### src/rtl/walsh_spreader.sv
module walsh_spreader #(
  parameter int N = 4,
  parameter int L = 8,
  localparam int IDXW = (L > 1) ? $clog2(L) : 1,
  localparam int SUMW = $clog2(N + 1) + 1
) (
  input  logic                   clk,
  input  logic                   rst_n,
  input  logic [N-1:0]           tx_bit,
  input  logic [N-1:0]           tx_vld,
  input  logic [N*IDXW-1:0]      tx_code,
  output logic signed [SUMW-1:0] chan_sum,
  output logic                   sym_start
);

  logic [IDXW-1:0]   chip;
  logic [N-1:0]      h_bit;
  logic [N-1:0]      h_vld;
  logic [N*IDXW-1:0] h_code;
  logic              last_chip;

  assign last_chip = (chip == IDXW'(L - 1));
  assign sym_start = (chip == '0);

  always_ff @(posedge clk) begin
    if (!rst_n) begin
      chip   <= '0;
      h_bit  <= '0;
      h_vld  <= '0;
      h_code <= '0;
    end else begin
      chip <= last_chip ? '0 : chip + 1'b1;
      if (last_chip) begin
        h_bit  <= tx_bit;
        h_vld  <= tx_vld;
        h_code <= tx_code;
      end
    end
  end

  logic signed [SUMW-1:0] term [N];

  for (genvar i = 0; i < N; i++) begin : g_snd
    logic neg_chip;
    assign neg_chip = ^(h_code[i*IDXW +: IDXW] & chip);
    assign term[i]  = !h_vld[i]              ? SUMW'(0)  :
                      (h_bit[i] ^ neg_chip)  ? SUMW'(1)  : -SUMW'(1);
  end

  always_comb begin
    chan_sum = '0;
    for (int i = 0; i < N; i++) chan_sum = chan_sum + term[i];
  end

  AST_NO_OVERFLOW: assert property (@(posedge clk) disable iff (!rst_n)
    (chan_sum <= SUMW'(N)) && (chan_sum >= -SUMW'(N)));

  AST_IDLE_ZERO: assert property (@(posedge clk) disable iff (!rst_n)
    (h_vld == '0) |-> (chan_sum == '0));

  AST_SUM_PARITY: assert property (@(posedge clk) disable iff (!rst_n)
    chan_sum[0] == ($countones(h_vld) % 2 == 1));

  AST_HOLD_MID: assert property (@(posedge clk) disable iff (!rst_n)
    !sym_start |-> ($stable(h_bit) && $stable(h_vld) && $stable(h_code)));

  AST_MARK_PULSE: assert property (@(posedge clk) disable iff (!rst_n)
    sym_start |=> (L == 1) || !sym_start);

endmodule

### config.mk
export PLATFORM = sky130hd
export DESIGN_NAME = walsh_spreader
export DESIGN_NICKNAME = d
export VERILOG_FILES = /design/src/rtl/walsh_spreader.sv
export SDC_FILE = /design/constraint.sdc
export NUM_CORES = 1
export LEC_CHECK = 0
export CAP_MARGIN = 10
export CORE_ASPECT_RATIO = 2
export CORE_MARGIN = 2
export CORE_UTILIZATION = 40
export CTS_CLUSTER_SIZE = 10
export DETAILED_ROUTE_END_ITERATION = 16
export PLACE_DENSITY = 0.68
export SLEW_MARGIN = 10
export SYNTH_ARGS = -nofsm -noshare
export SYNTH_HDL_FRONTEND = slang
export SYNTH_SLANG_ARGS = --single-unit
### constraint.sdc
create_clock -name clk -period 3.3 [get_ports clk]
set_input_delay 0.66 -clock clk [delete_from_list [all_inputs] [get_ports clk]]
set_output_delay 0.66 -clock clk [all_outputs]
set_load 0.03 [all_outputs]
==> flow_metrics.env <==
export IMPL_synth_yosys_seq_area_share_pct=37.7
export IMPL_synth_top_family_by_area="simple AND/OR/NAND/NOR gates"
export IMPL_htreeDepth=1
export IMPL_setup_viol=2
export IMPL_grt_pass1_wl_mm=4.13
export IMPL_rows=28
export IMPL_clk_latency_ps=260
export IMPL_skew_ps=3.03
export IMPL_start_util_pct=41.5
export IMPL_fin_util_pct=58.2
export IMPL_num_antenna_cells=0
export IMPL_die_area_um2=3540
export IMPL_switchingPower_uw=119
export IMPL_area_delta_synth_final_pct=40.0
export IMPL_timing_worst_slew_pin_value_ps=651
export IMPL_grt_pass1_vias=927
export IMPL_dr_total_vias=892
export IMPL_ant_nets=0
export IMPL_yosys_warnings=0
export IMPL_drive_above_1_share_pct=24.0
export IMPL_grt_usage_pct=15.7
export IMPL_cts_sinks=23
export IMPL_ir_drop_mv=0.310
export IMPL_chipWidth_um=43.1
export IMPL_finalHoldViolations=0
export IMPL_cts_post_setup_buffers_inserted=0
export IMPL_cts_buffers=3
export IMPL_failed_checks="negative setup slack"
export IMPL_maxCapViolCount=0
export IMPL_yosys_cell_types_count=14
export IMPL_criticalPathCategory="flop to output port"
export IMPL_drtIter0Drc=13
export IMPL_fin_crit_ps=3850
export IMPL_wl_per_cell_um=13.6
export IMPL_endpoint_kind="output port"
export IMPL_synthSimpleGateAreaFrac_pct=17.7
export IMPL_ios=27
export IMPL_root_buffer="clkbuf_8"
export IMPL_via_per_inst=4.85
export IMPL_min_period_over_period_pct=117
export IMPL_totalNegativeSetupSlack_ps=-989
export IMPL_crit_path_max_fanout=4
export IMPL_cts_buffer_depth=2
export IMPL_fmax_ghz=0.260
export IMPL_combPwrFrac_pct=12.4
export IMPL_synthAdderAreaFrac_pct=13.3
export IMPL_p_clk_share_pct=33.1
export IMPL_cts_tree="built"
export IMPL_cpPeakStageDelay_ps=590
export IMPL_dpl_cell_count=180
export IMPL_power_uw=529
export IMPL_syn_area_per_cell_um2=10.4
export IMPL_synth_seq_cells=23
export IMPL_core_um2=2940
export IMPL_path_clk_slew_ps=80
export IMPL_internal_power_uw=410
export IMPL_synth_xor_area_share_pct=10.0
export IMPL_final_nets=187
export IMPL_gp_congestion=0.771
export IMPL_synth_top_area_cell="dfxtp_1"
export IMPL_worstSetupStartpointType="flop"
export IMPL_drcViolationCount=0
export IMPL_synthMuxAreaShare_pct=16.4
export IMPL_grt_max_degree=24
export IMPL_yosysTopAreaCellShare_pct=37.7
export IMPL_rsz0062_at_grt="yes"
export IMPL_totalWireLength_mm=2.50
export IMPL_antenna_found_initial=0
export IMPL_fp_dieH_um=82.2
export IMPL_cp_data_required_time_ps=2640
export IMPL_final_cells=184
export IMPL_dr_pass1_iters=4
export IMPL_ys_top_cells_by_area="dfxtp_1, mux2i_1, nor2b_1"
export IMPL_maxSlewHeadroom_pct=56.5
export IMPL_syn_area_um2=1220
export IMPL_io_buffers=26
export IMPL_cp_arrival_ps=3190
export IMPL_leakage_uw=0.000632
export IMPL_p_seq_share_pct=54.5
export IMPL_synth_compound_area_share_pct=0
export IMPL_status="complete, but fails checks"
export IMPL_syn_nets=150
export IMPL_path_cells="nand2_4 > xnor2_2 > xnor2_1 > nand2_1 > fa_1 > fa_1 > inv_2 > ha_4 > inv_2 > fa_2 > xor2_2 > xnor2_2 > buf_6"
export IMPL_cp_slowest_cell="fa_1"
export IMPL_setup_ws_ps=-548
export IMPL_worst_hold_path_type="flop to flop"
export IMPL_syn_inst=118
export IMPL_overflow=0
export IMPL_swShare_pct=22.5
export IMPL_power_density_nw_per_um2=309
export IMPL_dp_hpwl_mm=1.91
export IMPL_slew_violations=0
==> power groups by stage <==
| stage | sequential, µW | combinational [µW] | clock [µW] |
|---|---|---|---|
| after CTS | 287 | 65.8 | 179 |
| after global placement | 293 | 63.0 | 0 |
| after floorplan | 293 | 23.6 | 0 |
| after detailed placement | 294 | 64.9 | 0 |
| final | 288 | 65.7 | 175 |
| after global routing | 289 | 70.6 | 196 |
==> worst max-delay path, delay by kind of cell, from the launching register on <==
family,cells,cell delay [ps]
XOR/XNOR,4,600
adder cells (fa/ha/maj),4,1510
buffers and inverters,3,260
flip-flops,1,410
AND/OR/NAND/NOR,2,150
==> cell families after synthesis <==
kind of cell	Yosys count
muxes	20
xor gates and xnor gates	14
and+or+nand+nor	40
DFF	23
adders and majority gates	10
buffers and inverters	11
==> cell usage after synthesis <==
| master | count |
|---|---|
| clkbuf_1 | 2 |
| and3b_1 | 2 |
| ha_1 | 5 |
| buf_4 | 1 |
| dfxtp_1 | 23 |
| xnor2_1 | 9 |
| buf_6 | 2 |
| nor3b_1 | 1 |
| fa_1 | 5 |
| mux2i_1 | 20 |
| nor2b_1 | 21 |
| xor2_1 | 5 |
| nand2_1 | 16 |
| inv_1 | 6 |
==> state kept, by name, summed over array words and instances, names as in the netlist <==
name and count:
h_code 12, h_bit 4, h_vld 4, chip 3
==> repair_timing <==
item / 4_1_cts / 5_1_grt
gates cloned: 0 / 0
resized for setup: 11 / 12
hold buffers: 0 / 0
setup endpoints to repair: 3 / 3
pin swaps: 5 / 5
==> layer usage <==
metal  track usage [%]  part of all wire (%)
met1              16.5                    36
met3              2.39                   2.7
met4              7.27                   2.7
met2              29.6                    58
met5                 0                     0
==> layout make-up <==
| class | instances | area, µm² |
|---|---|---|
| clock buffers | 4 | 45.0 |
| fillers | 267 | 1230 |
| inverters | 6 | 25.0 |
| multi-input cells | 84 | 785 |
| flip-flops and latches | 23 | 473 |
| well taps | 30 | 37.5 |
| repair buffers | 37 | 347 |
==> placed cells by master, fill, tap and decap left out <==
master           synthesis  final
clkdlybuf4s50_1          0     23
nor2b_1                 21     21
mux2i_1                 20     20
dfxtp_1                 23     19
buf_4                    1     11
nand2_1                 16     10
xnor2_1                  9      5
xor2_1                   5      4
xnor2_2                  0      4
fa_1                     5      4
ha_1                     5      4
inv_1                    6      3
nand2_4                  0      3
nand2_2                  0      3
dfxtp_4                  0      3
clkbuf_8                 0      3
buf_6                    2      3
inv_2                    0      2
and3b_1                  2      2
inv_4                    0      1
xor2_2                   0      1
nor3b_1                  1      1
fa_2                     0      1
ha_4                     0      1
clkbuf_1                 2      1
dfxtp_2                  0      1
==> worst paths after layout <==
check / cells past startpoint / slack, ps / endpoint / from
max: 13 / -550 / chan_sum[3] / chip[0]
min: 2 / 520 / h_code[2] / h_code[2]
max reg2reg: 6 / 1310 / h_code[5] / chip[0]
min reg2reg: 2 / 520 / h_code[2] / h_code[2]
==> stage by stage <==
stage          worst slack [ps]  hold WS, ps  instance area, µm²
6_report                   -548          520                1710
4_1_cts                    -585          527                1660
3_3_place_gp               -258          502                1580
5_1_grt                    -698          545                1710
2_1_floorplan              -313          447                1250
3_5_place_dp               -350          506                1580
(Power assumes the default switching activity.)
